===== src/rtl/tpcol_pkg.sv =====
package tpcol_pkg;
  typedef enum logic [1:0] {
    HB_IDLE  = 2'd0,
    HB_WAIT  = 2'd1,
    HB_PULSE = 2'd2
  } hb_state_t;

  // Terminal count of a phase that lasts len cycles.
  function automatic logic at_last(input int unsigned cnt, input int unsigned len);
    return cnt == len - 1;
  endfunction

  // Counter width that holds values 0..max_len.
  function automatic int unsigned cnt_width(input int unsigned a, input int unsigned b);
    int unsigned m;
    m = (a > b) ? a : b;
    return (m < 2) ? 1 : $clog2(m + 1);
  endfunction
endpackage


===== src/rtl/tpcol_sampler.sv =====
module tpcol_sampler (
  input  logic clk,
  input  logic rst_n,
  input  logic tp_sel,
  input  logic tx_active,
  input  logic rx_active,
  input  logic fdx_n,
  input  logic lpbk,
  input  logic jabber,
  input  logic aui_col,
  output logic tp_q,
  output logic tx_q,
  output logic rx_q,
  output logic fdx_n_q,
  output logic lpbk_q,
  output logic jab_q,
  output logic aui_q
);
  always_ff @(posedge clk or negedge rst_n) begin
    if (!rst_n) begin
      tp_q    <= 1'b0;
      tx_q    <= 1'b0;
      rx_q    <= 1'b0;
      fdx_n_q <= 1'b1;
      lpbk_q  <= 1'b0;
      jab_q   <= 1'b0;
      aui_q   <= 1'b0;
    end else begin
      tp_q    <= tp_sel;
      tx_q    <= tx_active;
      rx_q    <= rx_active;
      fdx_n_q <= fdx_n;
      lpbk_q  <= lpbk;
      jab_q   <= jabber;
      aui_q   <= aui_col;
    end
  end
endmodule


===== src/rtl/tpcol_heartbeat.sv =====
module tpcol_heartbeat
  import tpcol_pkg::*;
#(
  parameter int unsigned HB_DLY = 10,
  parameter int unsigned HB_WID = 10
) (
  input  logic clk,
  input  logic rst_n,
  input  logic tx_now,
  input  logic tx_prev,
  input  logic arm_ok,
  output logic hb_on
);
  localparam int unsigned CW = cnt_width(HB_DLY, HB_WID);

  hb_state_t       state;
  logic [CW-1:0]   cnt;
  logic            tx_fall;
  logic            tx_restart;

  assign tx_fall    = tx_prev && !tx_now;
  assign tx_restart = (state == HB_WAIT) && tx_now;
  assign hb_on      = (state == HB_PULSE);

  always_ff @(posedge clk or negedge rst_n) begin
    if (!rst_n) begin
      state <= HB_IDLE;
      cnt   <= '0;
    end else if (tx_fall) begin
      state <= arm_ok ? HB_WAIT : HB_IDLE;
      cnt   <= '0;
    end else begin
      unique case (state)
        HB_WAIT: begin
          if (tx_restart) begin
            state <= HB_IDLE;
            cnt   <= '0;
          end else if (at_last(int'(cnt), HB_DLY)) begin
            state <= HB_PULSE;
            cnt   <= '0;
          end else begin
            cnt <= cnt + 1'b1;
          end
        end
        HB_PULSE: begin
          if (at_last(int'(cnt), HB_WID)) begin
            state <= HB_IDLE;
            cnt   <= '0;
          end else begin
            cnt <= cnt + 1'b1;
          end
        end
        default: begin
          state <= HB_IDLE;
          cnt   <= '0;
        end
      endcase
    end
  end

  // the delay phase hands over to the pulse on its terminal count
  a_r3_wait_to_pulse: assert property (@(posedge clk) disable iff (!rst_n)
    (state == HB_WAIT && int'(cnt) == HB_DLY - 1 && !tx_now && !tx_fall) |=> hb_on);

  // the pulse never outlives its width
  a_r3_pulse_bounded: assert property (@(posedge clk) disable iff (!rst_n)
    hb_on |-> int'(cnt) < HB_WID);

  // a restart during the delay leaves no pulse behind
  a_r5_restart_cancels: assert property (@(posedge clk) disable iff (!rst_n)
    (state == HB_WAIT && tx_now) |=> !hb_on);

  // a fall without permission never starts a delay
  a_r4_no_arm: assert property (@(posedge clk) disable iff (!rst_n)
    (tx_fall && !arm_ok) |=> state == HB_IDLE);
endmodule


===== src/rtl/tpcol_merge.sv =====
module tpcol_merge (
  input  logic tp_q,
  input  logic tx_q,
  input  logic rx_q,
  input  logic fdx_n_q,
  input  logic lpbk_q,
  input  logic jab_q,
  input  logic aui_q,
  input  logic hb_on,
  output logic col,
  output logic cfg_err
);
  logic overlap;
  logic illegal;
  logic tp_col;

  assign illegal = !fdx_n_q && lpbk_q;
  assign overlap = tx_q && rx_q && fdx_n_q && !lpbk_q;
  assign tp_col  = illegal ? 1'b0 : (overlap || hb_on || jab_q);
  assign col     = tp_q ? tp_col : aui_q;
  assign cfg_err = illegal;
endmodule


===== src/rtl/tp_collision_merge.sv =====
module tp_collision_merge #(
  parameter int unsigned HB_DLY = 10,
  parameter int unsigned HB_WID = 10
) (
  input  logic clk,
  input  logic rst_n,
  input  logic tp_sel,
  input  logic tx_active,
  input  logic rx_active,
  input  logic hb_en_n,
  input  logic fdx_n,
  input  logic lpbk,
  input  logic jabber,
  input  logic aui_col,
  output logic col,
  output logic cfg_err
);
  logic tp_q, tx_q, rx_q, fdx_n_q, lpbk_q, jab_q, aui_q;
  logic hb_on;
  logic hb_arm_ok;

  assign hb_arm_ok = tp_sel && !hb_en_n;

  tpcol_sampler u_smp (
    .clk(clk), .rst_n(rst_n),
    .tp_sel(tp_sel), .tx_active(tx_active), .rx_active(rx_active),
    .fdx_n(fdx_n), .lpbk(lpbk), .jabber(jabber), .aui_col(aui_col),
    .tp_q(tp_q), .tx_q(tx_q), .rx_q(rx_q), .fdx_n_q(fdx_n_q),
    .lpbk_q(lpbk_q), .jab_q(jab_q), .aui_q(aui_q)
  );

  tpcol_heartbeat #(.HB_DLY(HB_DLY), .HB_WID(HB_WID)) u_hb (
    .clk(clk), .rst_n(rst_n),
    .tx_now(tx_active), .tx_prev(tx_q), .arm_ok(hb_arm_ok),
    .hb_on(hb_on)
  );

  tpcol_merge u_mrg (
    .tp_q(tp_q), .tx_q(tx_q), .rx_q(rx_q), .fdx_n_q(fdx_n_q),
    .lpbk_q(lpbk_q), .jab_q(jab_q), .aui_q(aui_q), .hb_on(hb_on),
    .col(col), .cfg_err(cfg_err)
  );

  // half-duplex overlap on twisted pair raises collision next cycle
  a_r2_overlap: assert property (@(posedge clk) disable iff (!rst_n)
    (tp_sel && tx_active && rx_active && fdx_n && !lpbk) |=> col);

  // jabber expiry raises collision when the setup is legal
  a_r6_jabber: assert property (@(posedge clk) disable iff (!rst_n)
    (tp_sel && jabber && !(!fdx_n && lpbk)) |=> col);

  // illegal setup flags an error and silences the twisted-pair collision
  a_r9_illegal: assert property (@(posedge clk) disable iff (!rst_n)
    (tp_sel && !fdx_n && lpbk) |=> (cfg_err && !col));

  // attachment-unit mode is a one-cycle pass-through
  a_r10_aui_pass: assert property (@(posedge clk) disable iff (!rst_n)
    !tp_sel |=> (col == $past(aui_col)));
endmodule


===== config.mk =====
export PLATFORM = sky130hd
export DESIGN_NAME = tp_collision_merge
export DESIGN_NICKNAME = d
export VERILOG_FILES = /design/src/rtl/tpcol_pkg.sv /design/src/rtl/tpcol_sampler.sv /design/src/rtl/tpcol_heartbeat.sv /design/src/rtl/tpcol_merge.sv /design/src/rtl/tp_collision_merge.sv
export SDC_FILE = /design/constraint.sdc
export NUM_CORES = 1
export LEC_CHECK = 0
export BUFFER_PORTS_ARGS = -buffer_cell sky130_fd_sc_hd__buf_2
export CELL_PAD_IN_SITES_DETAIL_PLACEMENT = 2
export CELL_PAD_IN_SITES_GLOBAL_PLACEMENT = 2
export CORE_UTILIZATION = 35
export CTS_BUF_LIST = sky130_fd_sc_hd__clkbuf_8
export CTS_CLUSTER_DIAMETER = 150
export DETAILED_ROUTE_END_ITERATION = 7
export PLACE_DENSITY = 0.81
export SETUP_SLACK_MARGIN = 0.02
export SYNTH_ARGS = -nofsm -noshare
export SYNTH_HDL_FRONTEND = slang
export SYNTH_SLANG_ARGS = --single-unit

===== constraint.sdc =====
create_clock -name clk -period 1.4 [get_ports clk]
set_input_delay 0.07 -clock clk [delete_from_list [all_inputs] [get_ports clk]]
set_output_delay 0.07 -clock clk [all_outputs]
set_load 0.02 [all_outputs]

==> run_results.csv, run 1 <==
group,metric,value,unit
sta,hold_viol_final,0,
clock_network,numCtsBuffers,3,
global_route,grt_pass1_wl,2.24,mm
yosys,synthesis.nets,57,
sta,fin_crit,1.44,ns
power_and_ir_drop,seq_power_share,49.2,%
yosys,synth_edf_count,0,
min_path,worstHoldStart,"hb_en_n",
floorplanning,die-area,1730,um^2
yosys,yosysSeqAreaShare,59.6,%
worst_setup_path,end_kind,"primary output",
yosys,yosys_register_bits,13,
worst_setup_path,rr_startpoint,"u_hb.state[0]$_DFFE_PN0P_",
global_route,grt_pass1_vias,498,
cells_and_area,antenna_cells,0,
drt,drt-met1-wl,594,um
worst_setup_path,reg2reg_depth,5,
power_and_ir_drop,total_power,0.000803,W
power_and_ir_drop,combPwrFrac,9.1,%
power_and_ir_drop,p_int,0.000623,W
job,drv_cap,0,
worst_setup_path,worstSetupStartpointType,"register",
placed_design,hpwl,764,um
floorplanning,io_pins,12,
sta,skew,0.00358,ns
drt,wl_met3,79,um
yosys,synth.distinct_cells,19,
floorplanning,fp.dieW,41.6,um
global_route,grt_use_total,18.5,%
drt,drc,0,
worst_setup_path,path_max_fanout,2,
drt,avgRoutedWirePerCell,17.6,um
sta,drv_slew,0,
power_and_ir_drop,vdd_ir_drop_max,0.746,mV
yosys,yosysTopAreaCellShare,54.8,%
cells_and_area,finalNetCount,84,
yosys,yosysTopAreaCell,"dfrtp_1",
global_route,grt_overflow,0,
clock_network,clock_latency,0.25,ns
drt,routed_via_density,4.98,
min_path,worstHoldPathCells,3,
status,status,"finished with violations",
sta,setup_violations,1,
cells_and_area,fill_cells,132,
yosys,ys_top_cells_by_area,"dfrtp_1 55%, ha_1 9.1%, dfstp_2 4.8%, nand3b_4 3.7%, inv_1 3.4%",
power_and_ir_drop,clkPwrFrac,41.7,%
worst_setup_path,worst-endpoint-required,1.33,ns
yosys,synth_warnings,0,
cells_and_area,area_delta_synth_final,47.9,%
drt,drtPass1Iterations,2,
power_and_ir_drop,p_switching,0.000179,W
yosys,synthFlopType,"dfrtp_1",
worst_setup_path,r2r_setup_slack,0.09,ns
placed_design,place.gp.congestion,0.744,
global_route,grt_start_max_net_pins,14,
clock_network,cts_tree,"yes",
yosys,synthesis.instances,43,
global_route,antenna_found_initial,0,
floorplanning,rows,13,
sta,period_share,103,%
sta,whs,0.0924,ns
worst_setup_path,crit_arrival,1.37,ns
yosys,avgSynthCellArea,12.7,um^2
drt,ant_nets,0,
drt,vias,418,
cells_and_area,drive_above_1_share,36.2,%
cells_and_area,postLayoutCoreUtil,58.6,%
clock_network,cts_max_level,1,
drt,first_iter_violations,2,
drt,wl_met2,786,um
clock_network,clock_sinks,13,
power_and_ir_drop,netSwitchingFraction,22.3,%
min_path,min_to,"u_hb.state[0]$_DFFE_PN0P_",
power_and_ir_drop,p_leak,0.404,nW
drt,dr.max_layer_used,"met4",
min_path,holdCritPathClass,"input pin to register",
worst_setup_path,crit_type,"register to primary output",
clock_network,clockRootBuffer,"clkbuf_8",
sta,worst_slack,-0.0368,ns
yosys,synth_async_sr_flop_share,100,%
sta,fmax,696,MHz
placed_design,port_buffers,11,
floorplanning,initial_utilization,39.6,%
worst_setup_path,reg2reg_to,"u_hb.cnt[3]$_DFF_PN0_",
drt,wirelength,1.48,mm
floorplanning,core_region_area,1380,um^2
status,violations,"setup timing",
clock_network,clock_path_buffers,2,
yosys,synth_area,548,um^2
sta,tightest_slew,0.285,ns
power_and_ir_drop,power_density,990,nW/um^2
floorplanning,chipHeight,41.6,um
sta,max_slew_margin,81.0,%
clock_network,clkTransAtPathRegs,0.06,ns
sta,rsz0062_at_grt,"yes",
-- synthesized netlist by cell type (all sizes together) (2+ instances only) --
library cell / instances
dfrtp: 12
ha: 4
inv: 5
nand2b: 2
nor2: 5
nor2b: 2
o2111ai: 2
-- sequential cells by signal, summed over array words and instances, names as in the netlist --
| register | count |
|---|---|
| u_smp.fdx_n_q | 1 |
| u_smp.jab_q | 1 |
| u_smp.tx_q | 1 |
| u_hb.cnt | 4 |
| u_smp.lpbk_q | 1 |
| u_smp.aui_q | 1 |
| u_smp.tp_q | 1 |
| u_smp.rx_q | 1 |
| u_hb.state | 2 |
-- placed cells by master (no fill, tap or decap), types with 2 or more instances in the layout --
master and n:
dfrtp_1 12, buf_2 10, dlygate4sd3_1 8, inv_1 4, nor2_1 4, ha_1 3
clkbuf_8 3, buf_4 3, nand2b_1 2
-- power by group through the flow --
| stage | Clock, W | Combinational (W) | Sequential, W |
|---|---|---|---|
| after detailed placement | 0 | 0.0000435 | 0.000400 |
| after CTS | 0.000340 | 0.0000647 | 0.000394 |
| final | 0.000335 | 0.0000728 | 0.000395 |
| after global placement | 0 | 0.0000417 | 0.000400 |
| after floorplan | 0 | 0.0000175 | 0.000399 |
| after global routing | 0.000362 | 0.0000794 | 0.000396 |
-- worst max path at each step --
stage                                 end                 startpoint  cells after the start  slack (ns)
CTS                                   col  u_hb.state[0]$_DFFE_PN0P_                      6        0.03
global route                          col  u_hb.state[0]$_DFFE_PN0P_                      6       -0.10
global placement                      col  u_hb.state[0]$_DFFE_PN0P_                      6        0.17
floorplan                             col  u_hb.state[0]$_DFFE_PN0P_                      5        0.26
detailed placement  u_hb.cnt[3]$_DFF_PN0_  u_hb.state[1]$_DFFE_PN0P_                      5        0.13
finish                                col  u_hb.state[0]$_DFFE_PN0P_                      6       -0.04
-- timing repair --
action | in CTS | in global routing
setup endpoints to repair | 1 | 6
setup buffers | 2 | 1
endpoints found under the hold margin | 20 | 0
gates resized for setup | 4 | 5
hold buffers | 8 | 0
pin swaps | 1 | 2
-- logic make-up after synthesis --
family	share of synthesized area, %
compound gates	10.5
xor+xnor	3.20
fa+ha+maj	9.13
buf+inv	3.43
flops	59.6
simple gates	14.2
-- area by class of cell --
cell class                 count  area (um^2)  area share [%]
sequential                    13          327            40.3
multi-input combinational     25          236            29.2
timing repair buffer          22          164            20.2
clock buffer                   3         41.3            5.09
inverter                       5         18.8            2.31
tap                           15         18.8            2.31
clock inverter                 1         5.00           0.617
-- through the flow --
stage          area [um^2]  setup WS [ns]  setup TNS, ns  cells
2_1_floorplan          548          0.260              0     43
3_3_place_gp           622          0.168              0     69
3_5_place_dp           622          0.127              0     69
4_1_cts                778         0.0271              0     83
5_1_grt                811         -0.101         -0.101     84
6_report               811        -0.0368        -0.0368     84
-- worst max-delay path: stages (launching register included) --
cell and delay, ns:
dfrtp_1 0.39, inv_2 0.07, ha_4 0.14, nor2_2 0.04, o211ai_1 0.15, o21a_1 0.20
buf_6 0.14
-- layer usage --
layer,vias to the layer above,global-route usage (%)
met5,-,0
met4,0,7.74
met3,5,7.83
met2,11,33.4
met1,206,18.3
li1,196,-
No activity file was read; power rests on OpenSTA's default activity.
==> run 2: changes to the inputs <==
PLACE_DENSITY = default   (was 0.81)
PLACE_DENSITY_LB_ADDON = 0.1   (was default)
==> run 2 against run 1 <==
  * The run now ends clean
  * Non-clock buffer count unchanged
  * Cell count did not move
  * Setup slack gained 0.038 ns
  * Design area is 0.77% higher
  * Clock power fell by 1%
  * Via count rose by 1.7%
  * Power down 0.23%
  * Register-to-register slack hardly changed
  * Clock skew up 0.0043 ns
  * Combinational power up 3.0%
  * Largest power group unchanged
==> run_results.csv, run 2 (synthesis results as in run 1) <==
group,metric,value,unit
status,status,"complete, no violations",
clock_network,clockRootBuffer,"clkbuf_8",
worst_setup_path,crit_type,"register to primary output",
sta,setup_violations,0,
worst_setup_path,slowest_delay,0.40,ns
worst_setup_path,reg2reg_depth,5,
drt,first_iter_violations,3,
sta,drv_slew,0,
cells_and_area,layout.cells.non_filler,84,
floorplanning,core_region_area,1380,um^2
worst_setup_path,critPathBufInv,2,
cells_and_area,postLayoutCoreUtil,59.1,%
global_route,grt_start_max_net_pins,14,
floorplanning,initial_utilization,39.6,%
sta,rsz0062_at_grt,"yes",
cells_and_area,largest_reg_flops,4,
floorplanning,io_pins,12,
worst_setup_path,end_kind,"primary output",
placed_design,place_inst,69,
placed_design,place_area,622,um^2
clock_network,clock_path_buffers,2,
sta,fin_setup_tns,0,ns
cells_and_area,final_common_cell,"dfrtp_1",
clock_network,numCtsBuffers,3,
drt,drtPass1Iterations,4,
placed_design,port_buffers,11,
placed_design,place_worst_setup_slack,0.132,ns
clock_network,cts_max_level,1,
cells_and_area,postLayoutCellArea,817,um^2
cells_and_area,largestRegisters,"u_hb.cnt: 4 flops, u_hb.state: 2 flops",
worst_setup_path,cp-startpoint,"u_hb.state[0]$_DFFE_PN0P_",
placed_design,place.gp.congestion,0.679,
cells_and_area,layout_common_cells,"12 x dfrtp_1, 10 x buf_2, 8 x dlygate4sd3_1",
sta,skew,0.00786,ns
drt,ant_nets,0,
worst_setup_path,reg2reg_to,"u_hb.cnt[2]$_DFF_PN0_",
worst_setup_path,worst-endpoint-required,1.33,ns
floorplanning,rows,13,
worst_setup_path,worstSetupStartpointType,"register",
sta,max_slew_margin,80.3,%
worst_setup_path,endpoint,"col",
global_route,grt_pass1_wl,2.66,mm
clock_network,cts_tree,"yes",
worst_setup_path,crit_arrival,1.33,ns
drt,wirelength,1.64,mm
global_route,grt_overflow,0,
worst_setup_path,rr_startpoint,"u_hb.state[0]$_DFFE_PN0P_",
cells_and_area,drive_above_1_share,39.1,%
power_and_ir_drop,power_density,980,nW/um^2
sta,worst_slack,0.000978,ns
placed_design,hpwl,880,um
cells_and_area,finalNetCount,84,
cells_and_area,area_delta_synth_final,49.1,%
worst_setup_path,critPathTopFamily,"flip-flops",
sta,fmax,715,MHz
worst_setup_path,crit_chain,"inv_2 -> ha_4 -> nor2_2 -> o211ai_1 -> o21a_1 -> buf_6",
worst_setup_path,crit_slowest_cell,"dfrtp_1",
clock_network,clock_sinks,13,
job,drv_cap,0,
power_and_ir_drop,p_leak,0.404,nW
cells_and_area,regMostFlops,"u_hb.cnt",
drt,avgRoutedWirePerCell,19.5,um
sta,period_share,99.9,%
power_and_ir_drop,vdd_ir_drop_max,0.475,mV
sta,fin_crit,1.40,ns
drt,vias,425,
sta,tightest_slew,0.296,ns
global_route,grt_use_total,22.0,%
worst_setup_path,r2r_setup_slack,0.09,ns
sta,hold_viol_final,0,
clock_network,clock_latency,0.24,ns
worst_setup_path,path_max_fanout,2,
worst_setup_path,cp.depth,6,
clock_network,clkTransAtPathRegs,0.05,ns
floorplanning,die-area,1730,um^2
global_route,grt_pass1_vias,535,
floorplanning,chipHeight,41.6,um
floorplanning,fp.dieW,41.6,um
global_route,antenna_found_initial,0,
cells_and_area,antenna_cells,0,
drt,drc,0,
min_path,holdCritPathClass,"input pin to register",
drt,routed_via_density,5.06,
run 2: changes by cell type in the layout (fill, tap and decap cells not counted), sizes merged:
cell,change
clkinv,-1
inv,+1
run 2: repair_timing:
item,in CTS,in global routing
hold buffers,8,0
buffers inserted,3,0
gates resized for setup,5,7
pin swaps,1,2
endpoints found under the hold margin,20,0
endpoints found under the setup margin,1,6
run 2: per-layer routing:
metal | part of all wire [%] | GRT usage (%) | wire length (um)
met4 | 2.4 | 11.6 | 40
met3 | 3.1 | 4.35 | 50
met1 | 40 | 22.8 | 654
met2 | 54 | 40.9 | 891
met5 | 0 | 0 | 0
run 2: how the worst min path moves through the flow:
stage | startpoint | to | slack [ns] | cells past startpoint
after floorplan | rst_n | u_hb.cnt[0]$_DFF_PN0_ | -0.23 | 0
after global placement | rst_n | u_smp.rx_q$_DFF_PN0_ | -0.04 | 1
after detailed placement | rst_n | u_smp.rx_q$_DFF_PN0_ | -0.03 | 1
after CTS | hb_en_n | u_hb.state[0]$_DFFE_PN0P_ | 0.12 | 3
after global routing | hb_en_n | u_hb.state[0]$_DFFE_PN0P_ | 0.20 | 3
final | hb_en_n | u_hb.state[0]$_DFFE_PN0P_ | 0.16 | 3
run 2: worst reg2reg max path: cells and delay by family, from the launching register on:
kind / cells / cell delay (ns)
adders and majority gates: 1 / 0.18
buffers and inverters: 1 / 0.15
AOI/OAI and AO/OA: 1 / 0.26
and+or+nand+nor: 2 / 0.21
DFF: 1 / 0.40
run 2: report_power, final:
group	switching [W]	internal, W
Combinational	0.0000354	0.0000396
Sequential	0.00000747	0.000388
Clock	0.000136	0.000193
run 2: per-stage QoR:
step | power (W) | hold slack (ns)
after floorplan | 0.000416 | -0.226
after global placement | 0.000441 | -0.0428
after detailed placement | 0.000445 | -0.0328
after CTS | 0.000793 | 0.124
after global routing | 0.000847 | 0.200
final | 0.000801 | 0.162
run 2: area by class of cell:
class | instances | area [um^2]
Fill cell | 130 | 566
Sequential cell | 13 | 327
Multi-Input combinational cell | 25 | 244
Timing Repair Buffer | 22 | 164
Clock buffer | 3 | 41.3
Inverter | 5 | 18.8
Tap cell | 15 | 18.8
Clock inverter | 1 | 3.75
